## src/rtl/uhc_irq_pkg.sv

```systemverilog
package uhc_irq_pkg;

  // status bit positions (software decodes these)
  localparam int ST_INT   = 0;
  localparam int ST_ERR   = 1;
  localparam int ST_RES   = 2;
  localparam int ST_BUS   = 3;
  localparam int ST_HPE   = 4;
  localparam int ST_HALT  = 5;
  localparam int ST_STICKY = 5;   // number of sticky status bits

  // enable bit positions
  localparam int EN_TOCRC = 0;
  localparam int EN_RES   = 1;
  localparam int EN_IOC   = 2;
  localparam int EN_SP    = 3;
  localparam int EN_W     = 4;

  // command bit positions
  localparam int CMD_RUN  = 0;
  localparam int CMD_SUSP = 3;

  // register selects
  localparam int SEL_CMD  = 0;
  localparam int SEL_STS  = 1;
  localparam int SEL_IEN  = 2;

  // interrupt merge of sticky status and enables
  function automatic logic irq_of(logic [ST_STICKY-1:0] st, logic [EN_W-1:0] en);
    logic r;
    r = (st[ST_INT] & (en[EN_IOC] | en[EN_SP]))
      | (st[ST_ERR] & en[EN_TOCRC])
      | (st[ST_RES] & en[EN_RES])
      | st[ST_BUS]
      | st[ST_HPE];
    return r;
  endfunction

endpackage

```

## src/rtl/uhc_evt_qual.sv

```systemverilog
module uhc_evt_qual
  import uhc_irq_pkg::*;
#(
  parameter int LEN_W = 11
) (
  input  logic                 xfer_done,
  input  logic                 xfer_ioc,
  input  logic                 xfer_err,
  input  logic                 xfer_spd,
  input  logic [LEN_W-1:0]     xfer_act_len,
  input  logic [LEN_W-1:0]     xfer_max_len,
  input  logic                 resume_in,
  input  logic                 suspend,
  input  logic                 mabort_in,
  input  logic                 tabort_in,
  input  logic                 hpe_in,
  output logic [ST_STICKY-1:0] set_vec,
  output logic                 bus_abort,
  output logic                 short_hit
);

  function automatic logic is_short(logic [LEN_W-1:0] act, logic [LEN_W-1:0] mx);
    return act < mx;
  endfunction

  always_comb begin
    short_hit        = xfer_done & xfer_spd & is_short(xfer_act_len, xfer_max_len);
    bus_abort        = mabort_in | tabort_in;
    set_vec          = '0;
    set_vec[ST_INT]  = (xfer_done & xfer_ioc) | short_hit;
    set_vec[ST_ERR]  = xfer_done & xfer_err;
    set_vec[ST_RES]  = resume_in & suspend;
    set_vec[ST_BUS]  = bus_abort;
    set_vec[ST_HPE]  = hpe_in;
  end

endmodule

```

## src/rtl/uhc_sticky_status.sv

```systemverilog
module uhc_sticky_status #(
  parameter int N = 5
) (
  input  logic         clk,
  input  logic         rst_n,
  input  logic [N-1:0] set_vec,
  input  logic [N-1:0] clr_vec,
  output logic [N-1:0] sts_q
);

  for (genvar i = 0; i < N; i++) begin : g_bit
    always_ff @(posedge clk or negedge rst_n) begin
      if (!rst_n)          sts_q[i] <= 1'b0;
      else if (set_vec[i]) sts_q[i] <= 1'b1;
      else if (clr_vec[i]) sts_q[i] <= 1'b0;
    end

    // set beats a simultaneous clear
    a_r7_set_wins: assert property (@(posedge clk) disable iff (!rst_n)
      set_vec[i] |=> sts_q[i]);
    // write-one clears when no event competes
    a_r7_w1c_clears: assert property (@(posedge clk) disable iff (!rst_n)
      (clr_vec[i] && !set_vec[i]) |=> !sts_q[i]);
  end

endmodule

```

## src/rtl/uhc_cmd_reg.sv

```systemverilog
module uhc_cmd_reg (
  input  logic clk,
  input  logic rst_n,
  input  logic wr_cmd,
  input  logic run_wd,
  input  logic susp_wd,
  input  logic bus_abort,
  output logic run_q,
  output logic susp_q
);

  always_ff @(posedge clk or negedge rst_n) begin
    if (!rst_n) begin
      run_q  <= 1'b0;
      susp_q <= 1'b0;
    end else begin
      if (wr_cmd) begin
        run_q  <= run_wd;
        susp_q <= susp_wd;
      end
      if (bus_abort) run_q <= 1'b0;
    end
  end

  // an abort stops the controller on the same edge
  a_r5_abort_stops_run: assert property (@(posedge clk) disable iff (!rst_n)
    bus_abort |=> !run_q);

endmodule

```

## src/rtl/uhc_irq_status.sv

```systemverilog
module uhc_irq_status
  import uhc_irq_pkg::*;
#(
  parameter int ADDR_W = 2,
  parameter int DATA_W = 16,
  parameter int LEN_W  = 11
) (
  input  logic              clk,
  input  logic              rst_n,
  input  logic              reg_wr,
  input  logic [ADDR_W-1:0] reg_addr,
  input  logic [DATA_W-1:0] reg_wdata,
  output logic [DATA_W-1:0] reg_rdata,
  input  logic              xfer_done,
  input  logic              xfer_ioc,
  input  logic              xfer_err,
  input  logic              xfer_spd,
  input  logic [LEN_W-1:0]  xfer_act_len,
  input  logic [LEN_W-1:0]  xfer_max_len,
  input  logic              resume_in,
  input  logic              mabort_in,
  input  logic              tabort_in,
  input  logic              hpe_in,
  output logic              irq
);

  localparam logic [ADDR_W-1:0] A_CMD = ADDR_W'(SEL_CMD);
  localparam logic [ADDR_W-1:0] A_STS = ADDR_W'(SEL_STS);
  localparam logic [ADDR_W-1:0] A_IEN = ADDR_W'(SEL_IEN);

  logic [ST_STICKY-1:0] set_vec, clr_vec, sts_q;
  logic [EN_W-1:0]      ien_q;
  logic                 bus_abort, short_hit;
  logic                 run_q, susp_q;
  logic                 wr_cmd, wr_sts, wr_ien;
  logic                 unused_bits;

  assign wr_cmd  = reg_wr && (reg_addr == A_CMD);
  assign wr_sts  = reg_wr && (reg_addr == A_STS);
  assign wr_ien  = reg_wr && (reg_addr == A_IEN);
  assign clr_vec = wr_sts ? reg_wdata[ST_STICKY-1:0] : '0;
  assign unused_bits = ^reg_wdata[DATA_W-1:ST_STICKY] ^ short_hit;

  uhc_evt_qual #(.LEN_W(LEN_W)) evt_i (
    .xfer_done(xfer_done), .xfer_ioc(xfer_ioc), .xfer_err(xfer_err),
    .xfer_spd(xfer_spd), .xfer_act_len(xfer_act_len), .xfer_max_len(xfer_max_len),
    .resume_in(resume_in), .suspend(susp_q), .mabort_in(mabort_in),
    .tabort_in(tabort_in), .hpe_in(hpe_in), .set_vec(set_vec),
    .bus_abort(bus_abort), .short_hit(short_hit)
  );

  uhc_sticky_status #(.N(ST_STICKY)) sts_i (
    .clk(clk), .rst_n(rst_n), .set_vec(set_vec), .clr_vec(clr_vec), .sts_q(sts_q)
  );

  uhc_cmd_reg cmd_i (
    .clk(clk), .rst_n(rst_n), .wr_cmd(wr_cmd),
    .run_wd(reg_wdata[CMD_RUN]), .susp_wd(reg_wdata[CMD_SUSP]),
    .bus_abort(bus_abort), .run_q(run_q), .susp_q(susp_q)
  );

  always_ff @(posedge clk or negedge rst_n) begin
    if (!rst_n)      ien_q <= '0;
    else if (wr_ien) ien_q <= reg_wdata[EN_W-1:0];
  end

  assign irq = irq_of(sts_q, ien_q);

  always_comb begin
    reg_rdata = '0;
    case (reg_addr)
      A_CMD: begin
        reg_rdata[CMD_RUN]  = run_q;
        reg_rdata[CMD_SUSP] = susp_q;
      end
      A_STS: begin
        reg_rdata[ST_STICKY-1:0] = sts_q;
        reg_rdata[ST_HALT]       = ~run_q;
      end
      A_IEN:   reg_rdata[EN_W-1:0] = ien_q;
      default: reg_rdata = '0;
    endcase
  end

  // resume outside suspend leaves the bit clear
  a_r4_resume_gated: assert property (@(posedge clk) disable iff (!rst_n)
    (resume_in && !susp_q && !sts_q[ST_RES]) |=> !sts_q[ST_RES]);
  // a processor fault raises the line regardless of enables
  a_r6_fatal_unmasked: assert property (@(posedge clk) disable iff (!rst_n)
    hpe_in |=> irq);
  // reserved enable bits read as zero
  a_r8_ien_reserved: assert property (@(posedge clk) disable iff (!rst_n)
    (reg_addr == A_IEN) |-> (reg_rdata[DATA_W-1:EN_W] == '0));
  // halted flag mirrors the run bit
  a_r11_halted_tracks: assert property (@(posedge clk) disable iff (!rst_n)
    (reg_addr == A_STS) |-> (reg_rdata[ST_HALT] == !run_q));

endmodule

```

## config.mk

```make
export PLATFORM = sky130hd
export DESIGN_NAME = uhc_irq_status
export DESIGN_NICKNAME = d
export VERILOG_FILES = /design/src/rtl/uhc_irq_pkg.sv /design/src/rtl/uhc_evt_qual.sv /design/src/rtl/uhc_sticky_status.sv /design/src/rtl/uhc_cmd_reg.sv /design/src/rtl/uhc_irq_status.sv
export SDC_FILE = /design/constraint.sdc
export NUM_CORES = 1
export LEC_CHECK = 0
export BUFFER_PORTS_ARGS = -buffer_cell sky130_fd_sc_hd__clkbuf_2
export CAP_MARGIN = 20
export CORE_MARGIN = 1
export CORE_UTILIZATION = 40
export CTS_CLUSTER_SIZE = 30
export DETAILED_ROUTE_END_ITERATION = 10
export PLACE_DENSITY = 0.82
export SLEW_MARGIN = 20
export SYNTH_ARGS = -nofsm -noshare
export SYNTH_HDL_FRONTEND = slang
export SYNTH_SLANG_ARGS = --single-unit
```

## constraint.sdc

```tcl
create_clock -name clk -period 1.2 [get_ports clk]
set_clock_uncertainty 0.05 [all_clocks]
set_input_delay 0.24 -clock clk [delete_from_list [all_inputs] [get_ports clk]]
set_output_delay 0.24 -clock clk [all_outputs]
set_load 0.005 [all_outputs]
```

* Yosys cells after proc, flatten, opt, wreduce, memory -nomap -nowiden
Cells that the tools add are included.
Widths: inputs -> output; s select.
** Word-level totals
- Flip-flop bits (word level) :: 11
- Input bits :: 51
- Word-level logic and storage cells :: 54
- Output and inout port bits :: 17
** Cells by class
- Equality and inequality tests :: 2
- Magnitude comparators :: 1
- Bitwise operators :: 16
- Reduce and logical (&&, ||, !) cells :: 10
- Mux-type cells :: 17
** Operators by type and width (number)
- $mux 1 :: 12
- $reduce_bool 2->1 :: 6
- $lt 11x11->1 :: 1
- $and 1x1->1 :: 8
- $or 1x1->1 :: 7
- $pmux 1 s3 :: 2
- $mux 5 :: 1
- $pmux 2 s2 :: 1
- $logic_and 1x1->1 :: 3
- $eq 2x1->1 const B :: 1
- $eq 2x2->1 const B :: 1
- $logic_not 2->1 :: 1
- $mux 2 :: 1
- $not 1->1 :: 1

* Depth between registers and ports, before layout
- Word-level depth :: 6
- Gate-level depth with buffers :: 6
- Depth with buffers taken out :: 6

* Hierarchy
From an unflattened synthesis, not the netlist that was laid out.
** Unflattened totals
- Cell total of the unflattened synthesis :: 110
- Area, all modules :: 1003.5 um^2
** Modules (own cells, without submodules)
- uhc_irq_status :: times used 1, cells each 47, seq. area each 100.1 um^2, area each 441.7 um^2
- uhc_evt_qual :: times used 1, cells each 43, seq. area each 0.0 um^2, area each 301.5 um^2
- uhc_sticky_status :: times used 1, cells each 15, seq. area each 125.1 um^2, area each 181.4 um^2
- uhc_cmd_reg :: times used 1, cells each 5, seq. area each 50.0 um^2, area each 78.8 um^2

* Least setup slack after synthesis
Ideal clock, no wire load.
- Kind :: input to register
- Start :: input xfer_max_len[8]
- End :: register sts_i.sts_q[0]
- Path buffers :: 0
- Required time :: 1022 ps
- Slack :: -153 ps
- Arrival :: 1175 ps
- Setup time :: 128 ps
- Stages :: 6
- Cell sequence :: inv_1 -> ha_1 -> a211oi_1 -> o2111a_1 -> a222oi_1 -> nand2_1
** On the way
- Longest elaborated chain between the ends :: 4
- Elaborated cells on any way between the ends :: 5
- Those cells by class :: 1 x order compare; 1 x mux; 2 x bitwise; 1 x reduce/logical
** Ends and longest elaborated chain
- start: declaration :: line uhc_irq_status.sv:19 : input logic [LEN_W-1:0] xfer_max_len,
- $lt 11x11->1 (*) :: line uhc_evt_qual.sv:23 : return act < mx;
- $and 1x1->1 (*) :: line uhc_evt_qual.sv:27 : short_hit = xfer_done & xfer_spd & is_short(xfer_act_len, xfer_max_len);
- $or 1x1->1 (*) :: line uhc_evt_qual.sv:30 : set_vec[ST_INT] = (xfer_done & xfer_ioc) | short_hit;
- $mux 1 / $reduce_bool 2->1 (equally long branches)
- end signal: indexed assignment :: line uhc_sticky_status.sv:13 : if (!rst_n) sts_q[i] <= 1'b0;
- end signal: indexed assignment :: line uhc_sticky_status.sv:14 : else if (set_vec[i]) sts_q[i] <= 1'b1;
- end signal: indexed assignment :: line uhc_sticky_status.sv:15 : else if (clr_vec[i]) sts_q[i] <= 1'b0;
- end: declaration :: line uhc_sticky_status.sv:8 : output logic [N-1:0] sts_q
Mark *: on every way between the ends. The rest lies on a longest branch, timed or not.
A chain may end at the register's enable or synchronous reset.

* Worst setup path after layout
- Start :: register ien_q[0]
- End :: output reg_rdata[0]
** On the way
- Longest elaborated chain between the ends :: 1
** Ends and longest elaborated chain
- start: declaration :: line uhc_irq_status.sv:32 : logic [EN_W-1:0] ien_q;
- start signal: assignment :: line uhc_irq_status.sv:64 : else if (wr_ien) ien_q <= reg_wdata[EN_W-1:0];
- $pmux 1 s3 :: line uhc_irq_status.sv:71 : case (reg_addr)
- end: declaration :: line uhc_irq_status.sv:13 : output logic [DATA_W-1:0] reg_rdata,
Every way passes these cells.

==> qor.csv <==
metric,value,unit
setup.worst_path.end_class,output pin,
final_core_util,64.8,%
seq_area_frac_synth,30.1,%
fp.dieH,49.8,um
final-seq-area,275,sq um
synthCells,97,
die-area,2480,sq um
drv_slew,0,
yosysWarnings,0,
setup_violations,7,
nNetsFinal,219,
portBuffers,46,
antennaDiodeCount,0,
vias,944,
clock_latency,0.26,ns
place_ws,-0.420,ns
worstPathMaxFanout,3,
rsz0062_at_grt,yes,
cp-start-kind,flop,
cap_violations,0,
grt.overflow.total,0,
routedWlPerCell,13.3,um
antenna_found_initial,0,
drtAntennaViolNets,0,
dp_hpwl,1930,um
grt_usage,20.7,%
synth_top_area_share,30.1,%
timing.final.crit_share,127,%
multi_input_area,602,sq um
pwr_density_cell,797,nW/um^2
grt_max_degree,12,
status,"finished, violations left",
async_reset_ff_share,100,%
drc,0,
globalplace.congestion,0.886,
worst_ep_required_time,0.91,ns
violations,setup timing,
coreArea,2060,sq um
cp_cell_sequence,a222oi_1 > nor2_1 > clkbuf_2,
synth_edf_count,0,
synth-seq-cells,11,
synth_area_leaders,"dfrtp_1 (30%), ha_1 (19%), buf_4 (8.2%)",
wl,2400,um
clkTransAtPathRegs,0.07,ns
area_growth,46.1,%
synth_top_cell_by_area,dfrtp_1,
grt_pass1_wl,3840,um
cp.arrival,1.23,ns
period_needed,1.52,ns
fill_cells,160,
syn_area,915,sq um
min_path_type,input port to flop,
ys.flop_type,dfrtp_1,
syn-mean-instance-area,9.43,sq um
clock_path_buffers,2,
hold_violations,0,
via_per_inst,5.24,
max_stage_delay,0.41,ns
start_util,44.4,%
clock.fmax,0.657,GHz
cts_made_buffers,3,
critPathSlowestCell,dfrtp_1,
fp.dieW,49.8,um
yosysMostFrequentCell,ha_1,
root_buffer,clkbuf_4,
ir_drop,0.000549,V
cts_tree,yes,
synth_common_cells,"ha_1 (14), inv_1 (13), dfrtp_1 (11)",
drt_iter0_drc,34,
htreeDepth,1,
io_pins,68,
drtPass1Iterations,4,
critPathKind,flop to output pin,
leakage,0.702,nW
setup_ws,-0.322,ns
drive_gt1_share,47.7,%
ys_types,28,
rows,16,
clock-sinks,11,
grt_pass1_vias,882,
-- final timing paths --
check	startpoint	endpoint	slack (ns)	depth (start not counted)
worst max register to register	sts_i.sts_q[0]	sts_i.sts_q[0]	0.29	2
worst max-delay path	ien_q[0]	reg_rdata[0]	-0.32	3
min in group asynchronous	rst_n	cmd_i.susp_q	0.34	2
max in group asynchronous	rst_n	ien_q[1]	0.55	2
worst min-delay path	mabort_in	cmd_i.run_q	0.09	2
worst min register to register	sts_i.sts_q[2]	sts_i.sts_q[2]	0.49	1
-- routing by layer --
metal	part of all wire [%]	track usage, %
met5	0	0
met4	4.7	10.5
met3	7.2	2.47
met2	53	39.0
met1	35	22.2
-- per-stage QoR --
| step | TNS [ns] | cells | hold WS, ns | total power [mW] | cell area (sq um) |
|---|---|---|---|---|---|
| after floorplan | -0.128 | 106 | -0.106 | 0.648 | 1010 |
| after global placement | -2.42 | 174 | 0.0731 | 0.768 | 1240 |
| after detailed placement | -3.34 | 174 | 0.0770 | 0.788 | 1240 |
| after CTS | -1.41 | 179 | 0.0871 | 1.05 | 1310 |
| after global routing | -1.61 | 180 | 0.0863 | 1.13 | 1340 |
| final | -1.17 | 180 | 0.0891 | 1.07 | 1340 |
-- kinds of logic (layout without fill, tap and decap cells) --
logic type	count (synthesis)	count (layout)	synth area share, %
other	1	10	0.410
adder cells (fa/ha/maj)	14	14	19.2
multiplexers	6	6	7.25
AND/OR/NAND/NOR	21	21	11.5
buffers and inverters	24	71	14.8
flip-flops	11	11	30.1
AO/OA/AOI/OAI	20	20	16.8
-- repair_timing --
| item | in CTS | in global routing |
|---|---|---|
| hold buffers | 1 | 0 |
| endpoints found under the hold margin | 11 | 0 |
| resized for setup | 6 | 12 |
| buffers inserted | 0 | 2 |
| endpoints found under the setup margin | 9 | 8 |
| pin swaps | 8 | 4 |
-- final cells by class --
cell class | count | share of cell area (%)
well taps | 27 | 2.53
inverters | 13 | 4.96
multi-input cells | 71 | 45.0
flip-flops and latches | 11 | 20.6
repair buffers | 54 | 24.9
clock buffers | 4 | 1.97
-- power by group --
part / total [mW] / leakage (nW) / switching (mW) / internal [mW]
Sequential: 0.456 / 0.120 / 0.0400 / 0.416
Combinational: 0.358 / 0.567 / 0.155 / 0.203
Clock: 0.252 / 0.0150 / 0.124 / 0.128
Total: 1.07 / 0.702 / 0.319 / 0.747
-- worst max-delay path: cells and delay by family (launching register included) --
family,cells,cell delay (ns)
buffers and inverters,1,0.12
AND/OR/NAND/NOR,1,0.07
flip-flops,1,0.41
AO/OA/AOI/OAI,1,0.37
-- sequential cells by signal (all words and copies together) (netlist names) --
register	flops
ien_q	4
sts_i.sts_q	5
cmd_i.run_q	1
cmd_i.susp_q	1
-- placed cells by master, fill, tap and decap left out, types with 3 or more instances in the layout --
cell type	synthesis	routed
clkbuf_2	0	43
dfrtp_1	11	11
conb_1	1	10
inv_1	13	9
ha_1	14	9
nand3_1	6	6
buf_4	10	6
nand2_1	5	5
mux2_2	5	5
ha_4	0	4
nor2b_1	3	3
a222oi_1	3	3
clkbuf_4	0	3
(Power assumes the default switching activity.)
